==> config.mk <==
export PLATFORM = sky130hd
export DESIGN_NAME = burst_initiator
export DESIGN_NICKNAME = d
export VERILOG_FILES = /design/src/rtl/bi_pkg.sv /design/src/rtl/bi_ctr.sv /design/src/rtl/bi_rdcap.sv /design/src/rtl/burst_initiator.sv
export SDC_FILE = /design/constraint.sdc
export NUM_CORES = 1
export LEC_CHECK = 0
export ABC_AREA = 1
export BUFFER_PORTS_ARGS = -buffer_cell sky130_fd_sc_hd__clkbuf_2
export CAP_MARGIN = 20
export CORE_MARGIN = 1
export CORE_UTILIZATION = 50
export CTS_CLUSTER_SIZE = 16
export DETAILED_ROUTE_END_ITERATION = 16
export HOLD_SLACK_MARGIN = 0.06
export PLACE_DENSITY = 0.9
export SLEW_MARGIN = 20
export SYNTH_ARGS = -nofsm -noshare
export SYNTH_HDL_FRONTEND = slang
export SYNTH_SLANG_ARGS = --single-unit
export TNS_END_PERCENT = 50
==> constraint.sdc <==
create_clock -name clk -period 2 [get_ports clk]
set_input_delay 0.2 -clock clk [delete_from_list [all_inputs] [get_ports clk]]
set_output_delay 0.2 -clock clk [all_outputs]
set_load 0.02 [all_outputs]
==> src/rtl/bi_pkg.sv <==
package bi_pkg;
  typedef enum logic [1:0] {
    ST_IDLE,
    ST_ADDR,
    ST_TURN,
    ST_DATA
  } bi_state_t;

  localparam logic [3:0] CMD_MEM_RD = 4'b0110;
  localparam logic [3:0] CMD_MEM_WR = 4'b0111;
  localparam logic [3:0] BE_ALL     = 4'b0000;
endpackage

==> src/rtl/bi_ctr.sv <==
// Loadable counter; UP selects an incrementer or a floor-at-zero decrementer.
module bi_ctr #(
  parameter int W  = 8,
  parameter bit UP = 1'b0
) (
  input  logic         clk,
  input  logic         rst,
  input  logic         load,
  input  logic         step,
  input  logic [W-1:0] init,
  output logic [W-1:0] value
);
  logic [W-1:0] q;

  generate
    if (UP) begin : g_up
      always_ff @(posedge clk) begin
        if (rst)       q <= '0;
        else if (load) q <= init;
        else if (step) q <= q + W'(1);
      end
    end else begin : g_dn
      always_ff @(posedge clk) begin
        if (rst)                     q <= '0;
        else if (load)               q <= init;
        else if (step && q != '0)    q <= q - W'(1);
      end
    end
  endgenerate

  assign value = q;
endmodule

==> src/rtl/bi_rdcap.sv <==
// Registers a read word from the bus and flags it for one cycle.
module bi_rdcap #(
  parameter int DW = 32
) (
  input  logic          clk,
  input  logic          rst,
  input  logic          take,
  input  logic [DW-1:0] din,
  output logic          valid,
  output logic [DW-1:0] dout
);
  always_ff @(posedge clk) begin
    if (rst) begin
      valid <= 1'b0;
      dout  <= '0;
    end else begin
      valid <= take;
      if (take) dout <= din;
    end
  end
endmodule

==> src/rtl/burst_initiator.sv <==
module burst_initiator
  import bi_pkg::*;
#(
  parameter int DW = 32,
  parameter int AW = 16,
  parameter int LW = 8
) (
  input  logic          clk,
  input  logic          rst,
  input  logic          req_valid,
  output logic          req_ready,
  input  logic          req_write,
  input  logic [AW-1:0] req_addr,
  input  logic [LW-1:0] req_len,
  input  logic          wr_valid,
  output logic          wr_ready,
  input  logic [DW-1:0] wr_data,
  output logic          rd_valid,
  output logic [DW-1:0] rd_data,
  output logic [AW-1:0] cur_addr,
  output logic          bus_cyc_n,
  output logic          bus_mrdy_n,
  input  logic          bus_srdy_n,
  output logic [3:0]    bus_cmd_o,
  output logic          bus_ad_oe,
  output logic [DW-1:0] bus_ad_o,
  input  logic [DW-1:0] bus_ad_i
);
  localparam int CW = LW + 1;

  bi_state_t     st_q, st_d;
  logic          wr_q;
  logic          cyc_d, mrdy_d, oe_d;
  logic [DW-1:0] ad_d;
  logic [3:0]    cmd_d;
  logic          accept, xfer, wr_fire, slot_free;
  logic          rem_one, rem_two;
  logic [CW-1:0] rem_val, fch_val, len_words;

  assign len_words = CW'(req_len) + CW'(1);
  assign req_ready = (st_q == ST_IDLE);
  assign accept    = req_valid && req_ready;
  assign xfer      = (st_q == ST_DATA) && !bus_mrdy_n && !bus_srdy_n;
  assign rem_one   = (rem_val == CW'(1));
  assign rem_two   = (rem_val == CW'(2));
  // The write holding slot is free in the address phase, when no word waits,
  // or when the waiting word moves on this edge.
  assign slot_free = (st_q == ST_ADDR) || ((st_q == ST_DATA) && (bus_mrdy_n || xfer));
  assign wr_ready  = wr_q && slot_free && (fch_val != '0);
  assign wr_fire   = wr_valid && wr_ready;

  // Words still to move on the bus
  bi_ctr #(.W(CW), .UP(1'b0)) u_rem (
    .clk(clk), .rst(rst), .load(accept), .step(xfer),
    .init(len_words), .value(rem_val)
  );

  // Write words still to take from the local stream
  bi_ctr #(.W(CW), .UP(1'b0)) u_fch (
    .clk(clk), .rst(rst), .load(accept), .step(wr_fire),
    .init(len_words), .value(fch_val)
  );

  // Word address of the current data phase
  bi_ctr #(.W(AW), .UP(1'b1)) u_adr (
    .clk(clk), .rst(rst), .load(accept), .step(xfer),
    .init(req_addr), .value(cur_addr)
  );

  bi_rdcap #(.DW(DW)) u_rd (
    .clk(clk), .rst(rst), .take(xfer && !wr_q),
    .din(bus_ad_i), .valid(rd_valid), .dout(rd_data)
  );

  always_comb begin
    st_d   = st_q;
    cyc_d  = bus_cyc_n;
    mrdy_d = bus_mrdy_n;
    oe_d   = bus_ad_oe;
    ad_d   = bus_ad_o;
    cmd_d  = bus_cmd_o;
    case (st_q)
      ST_IDLE: begin
        cyc_d  = 1'b1;
        mrdy_d = 1'b1;
        oe_d   = 1'b0;
        if (accept) begin
          st_d  = ST_ADDR;
          cyc_d = 1'b0;
          oe_d  = 1'b1;
          ad_d  = DW'(req_addr);
          cmd_d = req_write ? CMD_MEM_WR : CMD_MEM_RD;
        end
      end
      ST_ADDR: begin
        cmd_d = BE_ALL;
        if (wr_q) begin
          st_d   = ST_DATA;
          mrdy_d = !wr_fire;
          if (wr_fire) ad_d = wr_data;
          cyc_d  = wr_fire && rem_one;
        end else begin
          st_d = ST_TURN;
          oe_d = 1'b0;
        end
      end
      ST_TURN: begin
        st_d   = ST_DATA;
        mrdy_d = 1'b0;
        cyc_d  = rem_one;
      end
      ST_DATA: begin
        if (xfer && rem_one) begin
          st_d   = ST_IDLE;
          cyc_d  = 1'b1;
          mrdy_d = 1'b1;
          oe_d   = 1'b0;
        end else if (wr_q) begin
          if (slot_free) begin
            mrdy_d = !wr_fire;
            if (wr_fire) ad_d = wr_data;
          end
          cyc_d = !mrdy_d && (xfer ? rem_two : rem_one);
        end else begin
          cyc_d = xfer ? rem_two : rem_one;
        end
      end
      default: st_d = ST_IDLE;
    endcase
  end

  always_ff @(posedge clk) begin
    if (rst) begin
      st_q       <= ST_IDLE;
      wr_q       <= 1'b0;
      bus_cyc_n  <= 1'b1;
      bus_mrdy_n <= 1'b1;
      bus_ad_oe  <= 1'b0;
      bus_ad_o   <= '0;
      bus_cmd_o  <= BE_ALL;
    end else begin
      st_q       <= st_d;
      if (accept) wr_q <= req_write;
      bus_cyc_n  <= cyc_d;
      bus_mrdy_n <= mrdy_d;
      bus_ad_oe  <= oe_d;
      bus_ad_o   <= ad_d;
      bus_cmd_o  <= cmd_d;
    end
  end
endmodule

==> impl_metrics.toml, run 1 <==
[cells_and_area]
ff_latch_area_um2 = 2140
final_area_um2 = 7080
syn_to_final_growth_pct = 29.5
diodes = 0
fillCellCount = 879
multi_input_area_um2 = 2870
layout-drive-gt1-share = 0.237
fin_nets = 1146

[grt]
overflow = 0
grt_pass1_wl_um = 24700
grt_pass1_vias = 5521
grt_usage = 0.269
antenna_found_initial = 0
grt_max_degree = 38

[yosys]
synth_warnings = 0
netlist_area_um2 = 5460
synth_top_area_cell = "dfxtp_1"
async_flop_share = 0
yosys.area_share.simple = 0.337
synth-xor-area-share = 0.0208
syn_inst = 831
synth_adder_area_share = 0.0252
ys.flop_type = "dfxtp_1"
synth_seq_cells = 107
synth-compound-area-share = 0.132
synth.avg_cell_area_um2 = 6.58
syn_nets = 936
synth_top_family_by_area = "simple AND/OR/NAND/NOR gates"
yosysUniqueCellTypes = 39
synth_enable_flop_cells = 0
yosys.area.top_type_share = 0.392
synthMuxAreaShare = 0.00366
synth.area.top_cells = "dfxtp_1 39%, nand2_1 13%, nor2_1 12%"
synth_seq_area_share = 0.392

[drt]
vias = 6039
wire_per_inst_um = 13.1
vias_per_cell = 5.11
drt_iter0_markers = 409
wl_um = 15400
drc = 0
firstDrtPassIters = 5
ant_nets = 0

[pwr]
totalPowerFinal_mw = 9.52
p_per_area_nw_per_um2 = 1350
ir_drop_uv = 752
leakage_nw = 3.60

[worst_hold_path]
hold_depth = 3
holdCritStartpoint = "req_addr[7]"
holdPathEnd = "u_adr.value[7]$_SDFFE_PP0P_"
hold_path_class = "in -> reg"

[placement]
dp_hpwl_um = 10500
gp_congestion = 0.905
place_area_um2 = 6500
portBuffers = 182

[cts]
cts.clk_slew.worst_paths_ns = 0.10
tritoncts = "yes"
clockRootBuffer = "clkbuf_8"
htreeDepth = 3
cts.sinks = 107
cts_buffer_depth = 2
cts_buffers = 9
clkLatencyLatePin_ns = 0.37

[setup_path]
critPathCaptureType = "output pin"
max_stage_delay_ns = 0.35
r2r_start = "st_q[0]$_SDFFE_PP0P_"
crit_top_cell = "nand2_2"
path_cells = "inv_1, ha_1, inv_2, nand2_2, nand2_2, nor2_8, and2_1, clkbuf_2"
crit_family = "simple AND/OR/NAND/NOR gates"
rrSetupSlack_ns = 0.07
critPathArrivalTime_ns = 1.74
ff2ff_path_depth = 9
worstPathMaxFanout = 5
crit_type = "reg -> out"
cp-start-kind = "flip-flop"
worst_r2r_endpoint = "u_rd.dout[1]$_SDFFE_PP0P_"
cp.required_ns = 1.80
crit_slowest_cell = "dfxtp_2"
crit_buf_inv = 3

[status]
run_status = "finished, final reports clean"

[floorplanning]
die_y_um = 107
core_region_area_um2 = 10500
io_pins = 184
start_util = 0.522
core.rowCount = 37
die_w_um = 107
die_area_um2 = 11300

[sta]
finalSetupViolCount = 0
finalCritPeriodShare = 0.972
min_period_ns = 1.94
hold_violations = 0
maxSlewViolCount = 0
fin_hold_ws_ns = 0.104
max_clock_freq_mhz = 514
clock_skew_ns = 0.00796
grt_setup_unrepaired = "yes"

[run]
drv_cap = 0
## layout make-up
cell class / instances / area share
tap: 136 / 0.0240
multi-input combinational: 607 / 0.405
sequential: 107 / 0.303
clock buffer: 10 / 0.0180
timing repair buffer: 237 / 0.202
inverter: 79 / 0.0428
clock inverter: 5 / 0.00566
## what timing repair did
action,CTS,global route
endpoints found under the setup margin,6,86
hold endpoints to repair,32,1
hold buffers,32,1
setup buffers,0,4
gates resized for setup,2,11
## where the power goes
group | leakage (nW) | switching (mW) | internal [mW]
logic | 2.65 | 3.29 | 1.87
registers | 0.877 | 0.417 | 2.74
clock network | 0.0750 | 0.755 | 0.454
total | 3.60 | 4.46 | 5.06
## layer usage
| metal | share of wire | up-vias | GRT usage |
|---|---|---|---|
| met2 | 0.46 | 251 | 0.460 |
| met4 | 0.018 | 0 | 0.0939 |
| met5 | 0 | - | 0 |
| met3 | 0.083 | 27 | 0.0717 |
| met1 | 0.43 | 2701 | 0.325 |
| li1 | - | 3060 | - |
## synthesized netlist by cell type, types with 2 or more instances
cell type and instances:
nand3_1 48, a211oi_1 3, o21ai_0 75, xor2_1 9, buf_2 10, nand2_1 191, inv_1 70, xnor2_1 4
o211ai_1 4, buf_1 2, nor2_1 181, clkbuf_1 18, and2_1 2, buf_4 7, a21oi_1 26, o22ai_1 5
a31oi_1 11, nor3_1 6, o21ai_1 2, nand2_2 6, nand4_1 7, inv_2 9, a221oi_1 2, mux2i_1 2
ha_1 11, dfxtp_1 107
## tightest hold or removal path, delay by kind of cell
family | cells | cell delay, ns
AOI/OAI and AO/OA | 1 | 0.07
buffers and inverters | 1 | 0.09
and+or+nand+nor | 1 | 0.06
## cells by family (layout without fill, tap and decap cells)
| family | after synthesis | after routing |
|---|---|---|
| adders and majority gates | 11 | 11 |
| AOI/OAI and AO/OA | 132 | 132 |
| and+or+nand+nor | 448 | 448 |
| other | 1 | 1 |
| muxes | 2 | 2 |
| DFF | 107 | 107 |
| xor gates and xnor gates | 13 | 13 |
| buffers and inverters | 117 | 331 |
## worst max path at each step
stage                                    start                     endpoint  slack (ns)  cells after the start
after floorplan           st_q[0]$_SDFFE_PP0P_  u_rem.value[5]$_SDFFE_PP0P_        0.26                      8
after global placement    st_q[0]$_SDFFE_PP0P_  u_rem.value[5]$_SDFFE_PP0P_        0.08                      8
after detailed placement  st_q[0]$_SDFFE_PP0P_  u_rem.value[5]$_SDFFE_PP0P_        0.03                      8
after CTS                 st_q[0]$_SDFFE_PP0P_  u_rem.value[4]$_SDFFE_PP0P_        0.01                      8
after global routing      st_q[1]$_SDFFE_PP0P_                     wr_ready       -0.08                      8
final                     st_q[1]$_SDFFE_PP0P_                     wr_ready        0.06                      8
## sequential cells by signal (all words and copies together) (netlist names)
name / count
bus_ad_o: 32
bus_ad_oe: 1
bus_cmd_o: 2
bus_cyc_n: 1
bus_mrdy_n: 1
st_q: 2
u_adr.value: 16
u_fch.value: 9
u_rd.dout: 32
u_rd.valid: 1
u_rem.value: 9
wr_q: 1
## stage by stage
| step | TNS, ns | std cells | utilization | worst slack (ns) |
|---|---|---|---|---|
| after floorplan | 0 | 831 | - | 0.257 |
| after global placement | 0 | 1129 | 0.622 | 0.0807 |
| after detailed placement | 0 | 1129 | 0.622 | 0.0304 |
| after CTS | 0 | 1176 | 0.669 | 0.00967 |
| after global routing | -1.37 | 1181 | 0.676 | -0.0841 |
| final | 0 | 1181 | 0.676 | 0.0551 |
## placed cells by master, fill, tap and decap left out, drive strengths merged, types with 2 or more instances in the layout
cell         netlist  layout
dfxtp            107     107
a211oi             3       3
a31oi             11      11
nand3             49      49
a221oi             2       2
dlygate4sd3        0      33
o211ai             4       4
mux2i              2       2
buf               20      22
nand4              7       7
nand2            198     198
nor3               6       6
and2               2       2
inv               79      79
xnor2              4       4
clkbuf            18     192
a21oi             26      26
ha                11      11
xor2               9       9
o21ai             77      77
nor2             184     184
clkinvlp           0       4
o22ai              5       5
No activity file was read; power rests on OpenSTA's default activity.
==> inputs of run 2 (changes only) <==
- ABC_AREA: 1 -> unset
- PLACE_DENSITY: 0.9 -> 0.91
==> run 2 against run 1 <==
Effect of this change: global-route usage is 1.7 points higher; synthesized area fell by 5.8%; die area decreased by 5.7%; sequential power is 6.3% lower; sequential cell count unchanged; critical path type is now reg -> reg; routed wire length rose by 8.8%; the run now ends with negative setup slack left; combinational power down 5.0%; count of clock-buffer cells in the layout shrank 1.
==> impl_metrics.toml, run 2 <==
[yosys]
synth_warnings = 0
syn_inst = 622
synth_seq_area_share = 0.416
synth_seq_cells = 107
async_flop_share = 0
syn_nets = 727
synth_common_cells = "107 x dfxtp_1, 105 x nand2_1, 91 x a21oi_1"
synth_most_common_cell = "dfxtp_1"
synth_top_area_cell = "dfxtp_1"
ys.flop_type = "dfxtp_1"
synth.area.top_cells = "dfxtp_1 42%, a21oi_1 8.8%, nand2_1 7.7%"
synth_enable_flop_cells = 0
yosysUniqueCellTypes = 69
netlist_area_um2 = 5150
yosys.area.top_type_share = 0.416
synth.avg_cell_area_um2 = 8.28

[setup_path]
cp.required_ns = 2.28
critPathArrivalTime_ns = 2.34
worstPathMaxFanout = 5
crit_type = "reg -> reg"
cp-start-kind = "flip-flop"
critPathCaptureType = "flip-flop"

[sta]
layout_setup_ws_ns = -0.0608
grt_setup_unrepaired = "yes"
min_period_ns = 2.06
finalCritPeriodShare = 1.03
fin_hold_ws_ns = 0.0769
hold_violations = 0
max_clock_freq_mhz = 485
maxSlewViolCount = 0
worst_pin_slew_ns = 0.639
clock_skew_ns = 0.0191
relSlewSlack = 0.574
finalSetupViolCount = 12

[cts]
clkLatencyLatePin_ns = 0.37
cts.clk_slew.worst_paths_ns = 0.10
cts_buffers = 9
cts_buffer_depth = 2
htreeDepth = 3
clockRootBuffer = "clkbuf_8"
cts.sinks = 107
tritoncts = "yes"

[pwr]
leakage_nw = 3.07
totalPowerFinal_mw = 9.07
p_per_area_nw_per_um2 = 1240
ir_drop_uv = 1240

[placement]
dp_cells = 926
gp_congestion = 0.897
dp_hpwl_um = 10300
portBuffers = 182
place_area_um2 = 6360

[cells_and_area]
diodes = 0
final_cell_mix = "180 x clkbuf_2, 104 x nand2_1, 104 x dfxtp_1"
layout_commonest_cell = "clkbuf_2"
syn_to_final_growth_pct = 41.7
fin_nets = 966
final_area_um2 = 7290
instances_no_fill = 998
fillCellCount = 681
multi_input_area_um2 = 2950
layout-drive-gt1-share = 0.349
ff_latch_area_um2 = 2150
finish.utilization = 0.739

[drt]
wl_um = 16800
ant_nets = 0
drc = 0
firstDrtPassIters = 5
drt_iter0_markers = 341
wire_per_inst_um = 16.8
vias_per_cell = 5.70
vias = 5685

[status]
violations = "negative setup slack"
run_status = "finished, violations left"

[grt]
overflow = 0
grt_max_degree = 56
grt_pass1_wl_um = 24000
antenna_found_initial = 0
grt_usage = 0.287
grt_pass1_vias = 5193

[worst_hold_path]
hold_path_class = "in -> reg"

[floorplanning]
io_pins = 184
die_area_um2 = 10700
core.rowCount = 36
start_util = 0.522
core_region_area_um2 = 9860
die_y_um = 103
die_w_um = 103

[run]
drv_cap = 0
run 2: cell count changes after synthesis, sizes merged, moves of 8 or more:
cell	delta
or3	+8
nor2	-143
mux2i	+15
nand2	-93
a21oi	+66
clkbuf	+15
nand3	-37
o21ai	-44
nor3	+8
inv	-69
a31oi	-8
a211oi	+25
run 2: repair_timing:
action,in CTS,in global routing
hold buffers,45,0
setup buffers,4,6
gates resized for setup,13,46
pin swaps,3,17
gates cloned,0,2
endpoints found under the hold margin,46,0
setup endpoints to repair,42,56
run 2: final cells by class:
cell class	instances	area share
flip-flops and latches	107	0.294
repair buffers	273	0.250
clock inverters	6	0.00686
multi-input cells	460	0.404
clock buffers	9	0.0170
well taps	133	0.0228
inverters	10	0.00515
run 2: layer usage:
metal	vias up	track usage	routed length (µm)
met5	-	0	0
met4	0	0.118	690
met3	75	0.0558	993
met2	299	0.498	8550
met1	2616	0.347	6540
li1	2695	-	-
run 2: final timing paths:
path,from,end,slack [ns],depth (start not counted)
max,st_q[0]$_SDFFE_PP0P_,u_adr.value[12]$_SDFFE_PP0P_,-0.06,6
min,wr_data[22],bus_ad_o[22]$_SDFFE_PP0P_,0.08,3
max reg2reg,st_q[0]$_SDFFE_PP0P_,u_adr.value[12]$_SDFFE_PP0P_,-0.06,6
min reg2reg,u_rd.dout[10]$_SDFFE_PP0P_,u_rd.dout[10]$_SDFFE_PP0P_,0.46,2
run 2: metrics by stage:
step	setup WS, ns	setup TNS [ns]
floorplan	0.00689	0
global placement	0.0257	0
CTS	-0.0127	-0.0210
global route	-0.131	-3.05
finish	-0.0608	-0.226
detailed placement	-0.0711	-0.979
run 2: kinds of logic (layout without fill, tap and decap cells):
logic type / Yosys count / after routing / synth area share
and+or+nand+nor: 224 / 225 / 0.208
AOI/OAI and AO/OA: 186 / 186 / 0.231
DFF: 107 / 107 / 0.416
buffers and inverters: 56 / 298 / 0.0506
xor gates and xnor gates: 20 / 20 / 0.0340
muxes: 17 / 17 / 0.0331
adders and majority gates: 11 / 11 / 0.0267
other: 1 / 1 / 0.000729
run 2: where the power goes:
group / internal [mW] / total (mW) / switching, mW / leakage, nW
Combinational: 2.07 / 4.90 / 2.83 / 2.11
Sequential: 2.54 / 2.95 / 0.406 / 0.875
Clock: 0.463 / 1.23 / 0.763 / 0.0876
Total: 5.08 / 9.07 / 3.99 / 3.07
run 2: worst max-delay path, stage by stage, from the launching register on:
cell and delay [ns]:
dfxtp_2 0.40, ha_1 0.24, nor3b_4 0.30, buf_4 0.19, nand3_1 0.17, or3_1 0.41
a311oi_2 0.27
